### src/rtl/sw_bit_tx_pkg.sv
package sw_bit_tx_pkg;

  typedef enum logic [1:0] {
    ST_IDLE = 2'd0,
    ST_LOW  = 2'd1,
    ST_REST = 2'd2
  } txState_t;

  // strobes from control to datapath
  typedef struct packed {
    logic load;  // capture bit and counts, clear the cycle counter
    logic run;   // advance the cycle counter
  } dpStrobe_t;

endpackage

### src/rtl/sw_bit_tx_dp.sv
module sw_bit_tx_dp
  import sw_bit_tx_pkg::*;
#(
  parameter int CNT_W = 16
) (
  input  logic             clk,
  input  logic             rst,
  input  dpStrobe_t        strobe,
  input  logic             bitData,
  input  logic [CNT_W-1:0] shortLow,
  input  logic [CNT_W-1:0] longLow,
  input  logic [CNT_W-1:0] framePeriod,
  output logic             lowEnd,
  output logic             frameEnd
);

  localparam int EXT_W = CNT_W + 1;

  logic [CNT_W-1:0] cycleCnt;
  logic [CNT_W-1:0] lowLen;
  logic [CNT_W-1:0] perLen;
  logic [EXT_W-1:0] cntNext;

  always_ff @(posedge clk) begin
    if (rst) begin
      cycleCnt <= '0;
      lowLen   <= '0;
      perLen   <= '0;
    end else if (strobe.load) begin
      cycleCnt <= '0;
      lowLen   <= bitData ? shortLow : longLow;
      perLen   <= framePeriod;
    end else if (strobe.run) begin
      cycleCnt <= cycleCnt + 1'b1;
    end
  end

  // compare one ahead so the last cycle of each phase is flagged without underflow
  assign cntNext  = {1'b0, cycleCnt} + EXT_W'(1);
  assign lowEnd   = (cntNext == {1'b0, lowLen});
  assign frameEnd = (cntNext == {1'b0, perLen});

  AST_CNT_STEP: assert property (@(posedge clk) disable iff (rst)
    strobe.run && !strobe.load |=> cycleCnt == $past(cycleCnt) + 1'b1);

  AST_CFG_HELD: assert property (@(posedge clk) disable iff (rst)
    !strobe.load |=> $stable(lowLen) && $stable(perLen));

endmodule

### src/rtl/sw_bit_tx_ctrl.sv
module sw_bit_tx_ctrl
  import sw_bit_tx_pkg::*;
(
  input  logic      clk,
  input  logic      rst,
  input  logic      bitValid,
  input  logic      lowEnd,
  input  logic      frameEnd,
  output logic      bitReady,
  output logic      driveLow,
  output logic      frameDone,
  output dpStrobe_t strobe
);

  txState_t state;
  txState_t stateNext;

  assign bitReady     = (state == ST_IDLE);
  assign driveLow     = (state == ST_LOW);
  assign frameDone    = (state != ST_IDLE) && frameEnd;
  assign strobe.load  = bitValid && bitReady;
  assign strobe.run   = (state != ST_IDLE);

  always_comb begin
    stateNext = state;
    unique case (state)
      ST_IDLE: if (strobe.load) stateNext = ST_LOW;
      ST_LOW:  if (lowEnd)      stateNext = frameEnd ? ST_IDLE : ST_REST;
      ST_REST: if (frameEnd)    stateNext = ST_IDLE;
      default:                  stateNext = ST_IDLE;
    endcase
  end

  always_ff @(posedge clk) begin
    if (rst) state <= ST_IDLE;
    else     state <= stateNext;
  end

  AST_ACCEPT_LOW: assert property (@(posedge clk) disable iff (rst)
    bitValid && bitReady |=> driveLow);

  AST_DONE_PULSE: assert property (@(posedge clk) disable iff (rst)
    frameDone |=> !frameDone);

  AST_READY_AFTER_DONE: assert property (@(posedge clk) disable iff (rst)
    frameDone |=> bitReady);

  AST_NO_BUSY_ACCEPT: assert property (@(posedge clk) disable iff (rst)
    bitValid && !bitReady && !frameDone |=> !bitReady);

  AST_RESET_RELEASE: assert property (@(posedge clk)
    rst |=> !driveLow && bitReady && !frameDone);

endmodule

### src/rtl/sw_bit_tx.sv
module sw_bit_tx
  import sw_bit_tx_pkg::*;
#(
  parameter int CNT_W = 16
) (
  input  logic             clk,
  input  logic             rst,
  input  logic             bitValid,
  input  logic             bitData,
  output logic             bitReady,
  input  logic [CNT_W-1:0] shortLow,
  input  logic [CNT_W-1:0] longLow,
  input  logic [CNT_W-1:0] framePeriod,
  output logic             driveLow,
  output logic             frameDone
);

  dpStrobe_t strobe;
  logic      lowEnd;
  logic      frameEnd;

  sw_bit_tx_ctrl u_ctrl (
    .clk       (clk),
    .rst       (rst),
    .bitValid  (bitValid),
    .lowEnd    (lowEnd),
    .frameEnd  (frameEnd),
    .bitReady  (bitReady),
    .driveLow  (driveLow),
    .frameDone (frameDone),
    .strobe    (strobe)
  );

  sw_bit_tx_dp #(.CNT_W(CNT_W)) u_dp (
    .clk         (clk),
    .rst         (rst),
    .strobe      (strobe),
    .bitData     (bitData),
    .shortLow    (shortLow),
    .longLow     (longLow),
    .framePeriod (framePeriod),
    .lowEnd      (lowEnd),
    .frameEnd    (frameEnd)
  );

endmodule

### config.mk
export PLATFORM = sky130hd
export DESIGN_NAME = sw_bit_tx
export DESIGN_NICKNAME = d
export VERILOG_FILES = /design/src/rtl/sw_bit_tx_pkg.sv /design/src/rtl/sw_bit_tx_dp.sv /design/src/rtl/sw_bit_tx_ctrl.sv /design/src/rtl/sw_bit_tx.sv
export SDC_FILE = /design/constraint.sdc
export NUM_CORES = 1
export LEC_CHECK = 0
export ABC_CLOCK_PERIOD_IN_PS = 2700
export BUFFER_PORTS_ARGS = -buffer_cell sky130_fd_sc_hd__buf_2
export CELL_PAD_IN_SITES_DETAIL_PLACEMENT = 1
export CELL_PAD_IN_SITES_GLOBAL_PLACEMENT = 1
export CORE_ASPECT_RATIO = 1.75
export CORE_MARGIN = 5
export CORE_UTILIZATION = 39
export CTS_BUF_LIST = sky130_fd_sc_hd__clkbuf_8
export CTS_CLUSTER_DIAMETER = 60
export CTS_CLUSTER_SIZE = 12
export DETAILED_ROUTE_END_ITERATION = 10
export GPL_ROUTABILITY_DRIVEN = 0
export GPL_TIMING_DRIVEN = 0
export HOLD_SLACK_MARGIN = 0.06
export PLACE_DENSITY_LB_ADDON = 0.08
export SLEW_MARGIN = 20
export SYNTH_ARGS = -nofsm -noshare
export SYNTH_HDL_FRONTEND = slang
export SYNTH_HIERARCHICAL = 1
export SYNTH_SLANG_ARGS = --single-unit
### constraint.sdc
create_clock -name clk -period 2.7 [get_ports clk]
set_input_delay 0.54 -clock clk [delete_from_list [all_inputs] [get_ports clk]]
set_output_delay 0.54 -clock clk [all_outputs]
set_load 0.03 [all_outputs]
==> results.sh, run 1 <==
export IMPL_use_met2_pct=36.7
export IMPL_ios=55
export IMPL_dp_hpwl_mm=7.37
export IMPL_synth_compound_area_share_pct=11.4
export IMPL_wl_mm=9.35
export IMPL_setup_viol=1
export IMPL_grt_setup_unrepaired="true"
export IMPL_crit_chain="ha_4 > and3_4 > and4_4 > o221a_1 > nand4_1 > or4_4 > nor4_4 > nor2b_4 > buf_6"
export IMPL_synth_distinct_cells=48
export IMPL_p_sw_share_pct=27.9
export IMPL_via_count=2832
export IMPL_wl_per_cell_um=18.3
export IMPL_max_freq_ghz=0.303
export IMPL_fin_crit_sh_pct=122
export IMPL_p_total_w=0.00165
export IMPL_synth_seq_cells=50
export IMPL_crit_path_max_incr_delay_ns=0.60
export IMPL_reg2reg_depth=10
export IMPL_clock_sinks=50
export IMPL_antenna_cells=0
export IMPL_grt_max_degree=16
export IMPL_core_area_um2=7510
export IMPL_grt_pass1_vias=3025
export IMPL_violations="setup timing"
export IMPL_drive_above_1_share_pct=26.4
export IMPL_status="finished, violations left"
export IMPL_drtAntennaViolNets=0
export IMPL_drt_first_pass_iters=4
export IMPL_cts_tree="yes"
export IMPL_finalMaxSlewViolations=0
export IMPL_netlist_area_leader_share_pct=33.4
export IMPL_die_h_um=126
export IMPL_synth_top_family_by_area="simple AND/OR/NAND/NOR gates"
export IMPL_cp_max_fo=5
export IMPL_area_growth_pct=26.2
export IMPL_grt_usage_pct=19.7
export IMPL_ir_drop_v=0.000286
export IMPL_cpLargestDelayFamily="simple AND/OR/NAND/NOR gates"
export IMPL_grt_pass1_wl_mm=15.2
export IMPL_min_path_type="in -> reg"
export IMPL_synth_warnings=6
export IMPL_clk_pin_slew_worst_paths_ns=0.10
export IMPL_critPathKind="reg -> out"
export IMPL_final_hold_viol_count=0
export IMPL_critical_path_cell_count=9
export IMPL_maxCapViolCount=0
export IMPL_synth_area_top_cells="dfxtp_1, mux2i_1, xnor2_1, nor2_1, xor2_1"
export IMPL_avgSynthCellArea_um2=8.49
export IMPL_synthCells=353
export IMPL_yosys_area_top_type="dfxtp_1"
export IMPL_worst_pin_slew_ns=0.645
export IMPL_async_reset_ff_share_pct=0
export IMPL_synth_fa_ha_area_share_pct=0.418
export IMPL_finClkSkew_ns=0.00491
export IMPL_p_sw_w=0.000460
export IMPL_grt_overflow_total=0
export IMPL_cp_arrival_ns=2.76
export IMPL_die_w_um=76.3
export IMPL_cts_root_buf="clkbuf_8"
export IMPL_die_area_um2=9610
export IMPL_power_internal_w=0.00119
export IMPL_holdWs_ns=0.414
export IMPL_busiest_layer="met2"
export IMPL_initialDrtViolationCount=90
export IMPL_port_buffers=53
export IMPL_cts_hold_buf=0
export IMPL_cp_buffers_inverters=1
export IMPL_cts_max_level=2
export IMPL_cts_buffers_inserted=5
export IMPL_powerDensity_nw_per_um2=435
export IMPL_synth_area_mux_share_pct=11.4
export IMPL_final_area_um2=3780
export IMPL_clock_latency_ns=0.31
export IMPL_period_minus_slack_ns=3.30
export IMPL_clkPwrFrac_pct=32.7
export IMPL_antenna_found_initial=0
export IMPL_synth_fp_nets=406
export IMPL_ys_seq_area_share_pct=33.4
export IMPL_synth_edf_count=0
export IMPL_p_comb_share_pct=17.4
export IMPL_avgViaCountPerCell=5.53
export IMPL_route_detailed_drc=0
export IMPL_ctsLongestPathBuffers=2
export IMPL_synthXorXnorAreaFrac_pct=16.4
export IMPL_initial_core_util_pct=39.9
export IMPL_crit_required_ns=2.16
export IMPL_p_leak_nw=1.47
export IMPL_power_sequential_fraction_pct=49.9
export IMPL_grt_use_met1_pct=20.7
export IMPL_synth_simple_gate_area_share_pct=22.3
export IMPL_synthFlopType="dfxtp_1"
export IMPL_final_nets=476
export IMPL_layout_setup_ws_ns=-0.599
export IMPL_slew_headroom_pct=57.0
export IMPL_num_rows=42
export IMPL_cp_slowest_cell="or4_4"
export IMPL_dpl_cell_area_um2=3410
export IMPL_netlist_area_um2=3000
export IMPL_grt_util_met3_pct=2.43
export IMPL_cp_start_kind="register"
export IMPL_hold_path_depth=2
export IMPL_critPathCaptureType="output port"
worst register-to-register path, cell delays in order (launching register included):
cell and delay, ns:
dfxtp_1 0.33, buf_6 0.10, buf_4 0.12, nand4_4 0.21, nor2_4 0.27, xnor2_1 0.09, a2111oi_0 0.43, nand4_1 0.21
a2111oi_4 0.36, nand3b_1 0.11, a211oi_1 0.20
per-stage QoR:
step / setup TNS (ns) / cells / util [%] / worst slack, ns
finish: -0.599 / 512 / 50.3 / -0.599
global route: -0.737 / 512 / 50.3 / -0.695
CTS: -0.659 / 505 / 48.7 / -0.659
detailed placement: -1.33 / 494 / 45.4 / -0.747
global placement: -1.11 / 494 / 45.4 / -0.691
floorplan: -0.0134 / 353 / - / -0.0134
layout by cell type (no fill, tap or decap), types with 2 or more instances in the layout:
| master | instances |
|---|---|
| buf_6 | 9 |
| dfxtp_1 | 45 |
| xor2_1 | 22 |
| buf_1 | 5 |
| or3_1 | 3 |
| mux2i_1 | 34 |
| a211oi_1 | 17 |
| nand2b_1 | 3 |
| dfxtp_2 | 3 |
| clkbuf_8 | 5 |
| a21oi_1 | 8 |
| clkbuf_1 | 10 |
| xnor2_1 | 33 |
| and3_1 | 2 |
| a32oi_1 | 2 |
| nand4_1 | 11 |
| nand3_1 | 12 |
| dfxtp_4 | 2 |
| and4_4 | 2 |
| a31oi_1 | 2 |
| nor2b_1 | 2 |
| o21ai_0 | 6 |
| buf_2 | 53 |
| clkbuf_4 | 2 |
| inv_1 | 2 |
| nor2_1 | 55 |
| nor4_4 | 2 |
| nor3_1 | 5 |
| nor3b_1 | 2 |
| buf_4 | 14 |
| nor2_4 | 2 |
| nand2_1 | 12 |
| and3_4 | 3 |
| nor4_1 | 4 |
what timing repair did:
action                                 in CTS  in global routing
pin swaps                                   6                  9
setup endpoints to repair                   3                 11
gates resized for setup                    30                 21
endpoints found under the hold margin       0                  0
setup buffers                               4                  7
registers in the layout, summed over array words and instances, names as in the netlist:
register and cells:
u_dp/cycleCnt 16, u_dp/perLen 16, u_ctrl/state 2, u_dp/lowLen 16
synth_stat cells (5+ instances only):
master and n:
a211oi_1 17, a21oi_1 8, and3_1 5, buf_1 6, buf_2 12, clkbuf_1 10
dfxtp_1 50, mux2i_1 34, nand2_1 12, nand3_1 14, nand4_1 11, nor2_1 56
nor3_1 6, nor4_1 5, o21ai_0 6, xnor2_1 34, xor2_1 22
power groups by stage:
stage	clock (W)	combinational, W	sequential [W]
after floorplan	0	0.000190	0.000821
after global placement	0	0.000268	0.000838
after detailed placement	0	0.000276	0.000839
after CTS	0.000558	0.000286	0.000822
after global routing	0.000592	0.000320	0.000826
final	0.000538	0.000287	0.000821
layer usage:
layer,vias to the layer above,part of all wire (%)
met2,62,55
met1,1353,38
met5,-,0
li1,1389,-
met3,28,2.6
met4,0,5.1
final cells by class:
type                    instances  area (um2)
multi-input cells             271        2000
fillers                       923        3730
repair buffers                 64         354
clock buffers                   5        68.8
flip-flops and latches         50        1010
clock inverters                 3        41.3
well taps                      88         110
plain buffers                  30         194
inverters                       1        3.75
path summary, 6_finish.rpt:
| path | end | startpoint | slack (ns) |
|---|---|---|---|
| setup reg to reg | u_ctrl/state[1] | u_dp/cycleCnt[7] | 0.19 |
| hold / removal | u_ctrl/state[1] | rst | 0.41 |
| setup / recovery | frameDone | u_dp/cycleCnt[1] | -0.60 |
| hold reg to reg | u_dp/lowLen[15] | u_dp/lowLen[15] | 0.51 |
kinds of logic after synthesis:
family,after synthesis
simple gates,132
xor+xnor,56
flops,50
buf+inv,32
mux,34
compound gates,48
fa+ha+maj,1
(Power assumes the default switching activity.)
==> run 2, diff against run 1 <==
ABC_CLOCK_PERIOD_IN_PS = 3010   (was 2700)
clock period = 3.01 ns   (was 2.7 ns; I/O delays follow)
==> run 2 against run 1 <==
Flip-flop and latch count stayed put. Worst hold slack better by 0.063 ns. Worst setup slack better by 0.31 ns. The run still ends with setup timing left. Largest cell class unchanged. Non-clock buffer count stayed put. First-iteration DRC count is 19% higher.
==> results.sh, run 2 (same netlist as run 1, synthesis figures left out) <==
export IMPL_cts_root_buf="clkbuf_8"
export IMPL_p_leak_nw=1.48
export IMPL_violations="setup timing"
export IMPL_ctsLongestPathBuffers=2
export IMPL_crit_top_cell="buf_6"
export IMPL_max_freq_ghz=0.304
export IMPL_dp_hpwl_mm=7.10
export IMPL_wl_mm=9.17
export IMPL_cp_start_kind="register"
export IMPL_ir_drop_v=0.000247
export IMPL_die_w_um=76.3
export IMPL_grt_pass1_vias=3068
export IMPL_fin_crit_sh_pct=109
export IMPL_critPathKind="reg -> out"
export IMPL_status="finished, violations left"
export IMPL_grt_max_degree=15
export IMPL_min_from="rst"
export IMPL_min_path_type="in -> reg"
export IMPL_reg2reg_depth=11
export IMPL_min_to="u_ctrl/state[1]"
export IMPL_layout_setup_ws_ns=-0.285
export IMPL_crit_path_max_incr_delay_ns=0.53
export IMPL_r2r_start="u_dp/cycleCnt[0]"
export IMPL_reg2reg_slack_ns=0.31
export IMPL_final_nets=476
export IMPL_via_count=2859
export IMPL_drive_above_1_share_pct=26.9
export IMPL_antenna_cells=0
export IMPL_cp_startpoint="u_dp/cycleCnt[0]"
export IMPL_final_area_um2=3770
export IMPL_die_h_um=126
export IMPL_grt_setup_unrepaired="true"
export IMPL_critPathCaptureType="output port"
export IMPL_finalMaxSlewViolations=0
export IMPL_finClkSkew_ns=0.0104
export IMPL_clock_sinks=50
export IMPL_grt_usage_pct=19.5
export IMPL_ios=55
export IMPL_cts_max_level=2
export IMPL_dp_slack_ns=-0.547
export IMPL_period_minus_slack_ns=3.29
export IMPL_die_area_um2=9610
export IMPL_slew_headroom_pct=43.0
export IMPL_cts_buffers_inserted=5
export IMPL_cts_tree="yes"
export IMPL_cpLargestDelayFamily="simple AND/OR/NAND/NOR gates"
export IMPL_maxCapViolCount=0
export IMPL_core_area_um2=7510
export IMPL_setup_viol=1
export IMPL_wl_per_cell_um=17.9
export IMPL_hold_path_depth=2
export IMPL_initialDrtViolationCount=107
export IMPL_reg2reg_to="u_ctrl/state[1]"
export IMPL_num_rows=42
export IMPL_final_hold_viol_count=0
export IMPL_area_growth_pct=25.8
export IMPL_port_buffers=53
export IMPL_drt_first_pass_iters=4
export IMPL_crit_chain="buf_6 > and4_1 > buf_6 > buf_4 > nand3_1 > o221a_1 > nand4_1 > or4_4 > nor4_4 > nor2b_4 > buf_6"
export IMPL_n_fill_cell=914
export IMPL_route_detailed_drc=0
export IMPL_powerDensity_nw_per_um2=387
export IMPL_cp_slowest_cell="or4_4"
export IMPL_grt_overflow_total=0
export IMPL_initial_core_util_pct=39.9
export IMPL_clk_pin_slew_worst_paths_ns=0.09
export IMPL_cp_max_fo=6
export IMPL_crit_required_ns=2.41
export IMPL_cp_arrival_ns=2.69
export IMPL_reg_largest_list="u_dp/cycleCnt x16, u_dp/lowLen x16, u_dp/perLen x16"
export IMPL_worst_pin_slew_ns=0.855
export IMPL_grt_pass1_wl_mm=15.2
export IMPL_clock_latency_ns=0.31
export IMPL_antenna_found_initial=0
export IMPL_final_cell_mix="buf_2, nor2_1, dfxtp_1"
export IMPL_dpl_cell_area_um2=3390
export IMPL_avgViaCountPerCell=5.58
export IMPL_cp_buffers_inverters=4
export IMPL_drtAntennaViolNets=0
## run 2: changes by cell type in the layout (fill, tap and decap cells not counted), moves of 2 or more
| cell | delta |
|---|---|
| buf_6 | -5 |
| buf_2 | +2 |
| buf_4 | +5 |
| clkbuf_4 | -2 |
## run 2: power breakdown
group | leakage, nW | internal (W) | total [W] | switching [W]
registers | 0.412 | 0.000696 | 0.000734 | 0.0000381
logic | 1.01 | 0.000125 | 0.000257 | 0.000132
clock network | 0.0607 | 0.000242 | 0.000466 | 0.000224
total | 1.48 | 0.00106 | 0.00146 | 0.000395
## run 2: worst max-delay path by stage
stage	to	slack, ns	cells past startpoint
2_1_floorplan	frameDone	0.0002	8
3_3_place_gp	frameDone	-0.51	9
3_5_place_dp	frameDone	-0.55	9
4_1_cts	frameDone	-0.30	11
5_1_grt	frameDone	-0.40	11
6_report	frameDone	-0.28	11
## run 2: per-layer routing
| layer | global-route usage, % | share of wire, % | vias to the layer above |
|---|---|---|---|
| li1 | - | - | 1384 |
| met1 | 20.3 | 37 | 1374 |
| met2 | 37.2 | 55 | 78 |
| met3 | 3.07 | 3.7 | 23 |
| met4 | 9.06 | 4.0 | 0 |
| met5 | 0 | 0 | - |
## run 2: layout make-up
class	instances	area [um2]	area share, %
Buffer	30	170	4.51
Tap cell	88	110	2.92
Sequential cell	50	1010	26.8
Clock buffer	5	68.8	1.83
Clock inverter	3	37.5	0.996
Inverter	1	3.75	0.0996
Timing Repair Buffer	64	354	9.39
Multi-Input combinational cell	271	2020	53.5
## run 2: metrics by stage
| step | hold slack (ns) | utilization [%] | TNS (ns) | std cells | power (W) |
|---|---|---|---|---|---|
| 2_1_floorplan | 0.456 | - | 0 | 353 | 0.000904 |
| 3_3_place_gp | 0.486 | 45.1 | -0.939 | 494 | 0.000988 |
| 3_5_place_dp | 0.500 | 45.1 | -0.992 | 494 | 0.000995 |
| 4_1_cts | 0.467 | 49.9 | -0.296 | 512 | 0.00148 |
| 5_1_grt | 0.488 | 50.2 | -0.400 | 512 | 0.00153 |
| 6_report | 0.477 | 50.2 | -0.285 | 512 | 0.00146 |
## run 2: repair_timing
action | 4_1_cts | 5_1_grt
hold buffers | 0 | 0
pin swaps | 9 | 2
gates resized for setup | 47 | 3
endpoints found under the setup margin | 3 | 2
buffers inserted | 11 | 0
gates cloned | 0 | 0
==> run 3, diff against run 2 <==
CORE_UTILIZATION = 38   (was 39)
SYNTH_HIERARCHICAL = not set   (was 1)
==> run 3 against run 2 <==
The run still ends with setup timing left. Worst hold slack got worse by 0.0074 ns. Combinational power shrank 7%. First-iteration DRC count decreased by 20%. Synthesized cell count shrank 1.4%.
==> results.sh, run 3 <==
export IMPL_synth_area_top_cells="dfxtp_1, xnor2_1, xor2_1, nand2_1, mux2i_1"
export IMPL_clock_latency_ns=0.32
export IMPL_avgSynthCellArea_um2=8.20
export IMPL_reg2reg_slack_ns=0.44
export IMPL_die_h_um=125
export IMPL_netlist_area_leader_share_pct=35.1
export IMPL_synthFlopType="dfxtp_1"
export IMPL_initial_core_util_pct=39.2
export IMPL_route_detailed_drc=0
export IMPL_cts_buffers_inserted=5
export IMPL_yosys_top_cells_count="dfxtp_1, nand2_1, nor2_1"
export IMPL_crit_chain="buf_6 > nand4_4 > or3_4 > buf_6 > or2_4 > xnor2_2 > nor4b_2 > nand4_1 > nor2_2 > buf_6"
export IMPL_ys_seq_area_share_pct=35.1
export IMPL_clock_sinks=50
export IMPL_layout_setup_ws_ns=-0.0807
export IMPL_die_w_um=75.5
export IMPL_synth_distinct_cells=41
export IMPL_wl_per_cell_um=16.2
export IMPL_ir_drop_v=0.000263
export IMPL_antenna_cells=0
export IMPL_met3_length_um=287
export IMPL_routed_wl_met2_mm=4.39
export IMPL_num_rows=41
export IMPL_min_path_type="reg -> reg"
export IMPL_yosys_area_top_type="dfxtp_1"
export IMPL_grt_overflow_total=0
export IMPL_crit_top_cell="buf_6"
export IMPL_cts_tree="yes"
export IMPL_final_common_cell="buf_2"
export IMPL_status="finished, violations left"
export IMPL_dp_slack_ns=-0.293
export IMPL_wl_mm=8.17
export IMPL_cp_max_fo=3
export IMPL_antenna_found_initial=0
export IMPL_core_area_um2=7280
export IMPL_avgViaCountPerCell=5.17
export IMPL_cp_slowest_cell="or3_4"
export IMPL_powerDensity_nw_per_um2=399
export IMPL_top_layer="met4"
export IMPL_fin_crit_sh_pct=103
export IMPL_maxCapViolCount=0
export IMPL_clk_pin_slew_worst_paths_ns=0.09
export IMPL_setup_viol=1
export IMPL_netlist_area_um2=2860
export IMPL_drt_first_pass_iters=4
export IMPL_slew_headroom_pct=53.9
export IMPL_synthCells=348
export IMPL_worst_pin_slew_ns=0.692
export IMPL_cp_start_kind="register"
export IMPL_drtAntennaViolNets=0
export IMPL_p_leak_nw=1.49
export IMPL_final_hold_viol_count=0
export IMPL_cts_hold_buf=0
export IMPL_synth_seq_cells=50
export IMPL_ios=55
export IMPL_die_area_um2=9420
export IMPL_via_count=2615
export IMPL_dp_hpwl_mm=6.31
export IMPL_critPathKind="reg -> out"
export IMPL_port_buffers=52
export IMPL_synth_fp_nets=401
export IMPL_ctsLongestPathBuffers=2
export IMPL_initialDrtViolationCount=86
export IMPL_final_cell_mix="buf_2, nand2_1, dfxtp_1"
export IMPL_grt_max_degree=15
export IMPL_finalMaxSlewViolations=0
export IMPL_period_minus_slack_ns=3.09
export IMPL_async_reset_ff_share_pct=0
export IMPL_drt_met1_wl_mm=3.22
export IMPL_crit_required_ns=2.41
export IMPL_drive_above_1_share_pct=28.8
export IMPL_reg_largest_list="u_dp.cycleCnt x16, u_dp.lowLen x16, u_dp.perLen x16"
export IMPL_finClkSkew_ns=0.00528
export IMPL_grt_pass1_wl_mm=13.0
export IMPL_fin_util_pct=50.3
export IMPL_critPathCaptureType="output port"
export IMPL_final_nets=473
export IMPL_crit_path_max_incr_delay_ns=0.42
export IMPL_grt_setup_unrepaired="true"
export IMPL_violations="setup timing"
export IMPL_n_fill_cell=902
export IMPL_grt_usage_pct=18.1
export IMPL_synth_warnings=0
export IMPL_grt_pass1_vias=2752
export IMPL_synth_edf_count=0
export IMPL_cts_root_buf="clkbuf_8"
export IMPL_cp_arrival_ns=2.49
export IMPL_max_freq_ghz=0.324
export IMPL_cts_max_level=2
export IMPL_area_growth_pct=28.3
run 3: logic make-up after synthesis:
family	Yosys count	synth area share (%)
muxes	17	5.96
DFF	50	35.1
AOI/OAI and AO/OA	55	11.9
and+or+nand+nor	134	23.4
adders and majority gates	1	0.438
xor gates and xnor gates	57	18.4
buffers and inverters	34	4.78
run 3: stage by stage:
step / hold slack, ns / cell area, um2 / instances / TNS (ns) / power, W
final: 0.469 / 3660 / 506 / -0.0807 / 0.00146
after global routing: 0.491 / 3660 / 506 / -0.208 / 0.00154
after CTS: 0.473 / 3540 / 502 / -0.149 / 0.00148
after detailed placement: 0.461 / 3230 / 486 / -0.293 / 0.000980
after global placement: 0.450 / 3230 / 486 / -0.281 / 0.000972
after floorplan: 0.437 / 2860 / 348 / 0 / 0.000894
run 3: layout make-up:
| type | count | area (um2) | share of cell area, % |
|---|---|---|---|
| inverter | 6 | 22.5 | 0.615 |
| clock inverter | 1 | 30.0 | 0.820 |
| timing repair buffer | 70 | 435 | 11.9 |
| clock buffer | 6 | 82.6 | 2.25 |
| sequential | 50 | 1020 | 27.9 |
| multi-input combinational | 264 | 1840 | 50.2 |
| buffer | 23 | 125 | 3.42 |
| tap | 86 | 108 | 2.94 |
run 3: layer usage:
metal,vias up,global-route usage [%]
li1,1314,-
met1,1232,19.7
met2,53,32.5
met3,16,2.67
met4,0,8.55
met5,-,0
run 3: what timing repair did:
item / 4_1_cts / 5_1_grt
setup endpoints to repair: 1 / 1
resized for setup: 34 / 20
pin swaps: 8 / 9
gates cloned: 0 / 1
hold endpoints to repair: 0 / 0
buffers inserted: 10 / 7
run 3: worst max-delay path: cells and delay by family, from the launching register on:
kind	cells	cell delay, ns
xor+xnor	1	0.14
buf+inv	3	0.37
flops	1	0.33
simple gates	6	1.33
run 3: final timing paths:
check | endpoint | depth (start not counted) | startpoint
worst max-delay path | frameDone | 10 | u_dp.cycleCnt[2]
worst min-delay path | u_dp.perLen[12] | 2 | u_dp.perLen[12]
worst max register to register | u_dp.cycleCnt[12] | 8 | u_ctrl.state[1]
worst min register to register | u_dp.perLen[12] | 2 | u_dp.perLen[12]
run 3: power by group:
| part | switching (W) | internal [W] | leakage, nW |
|---|---|---|---|
| clock network | 0.000230 | 0.000266 | 0.0573 |
| logic | 0.000129 | 0.000110 | 1.01 |
| registers | 0.0000291 | 0.000695 | 0.416 |
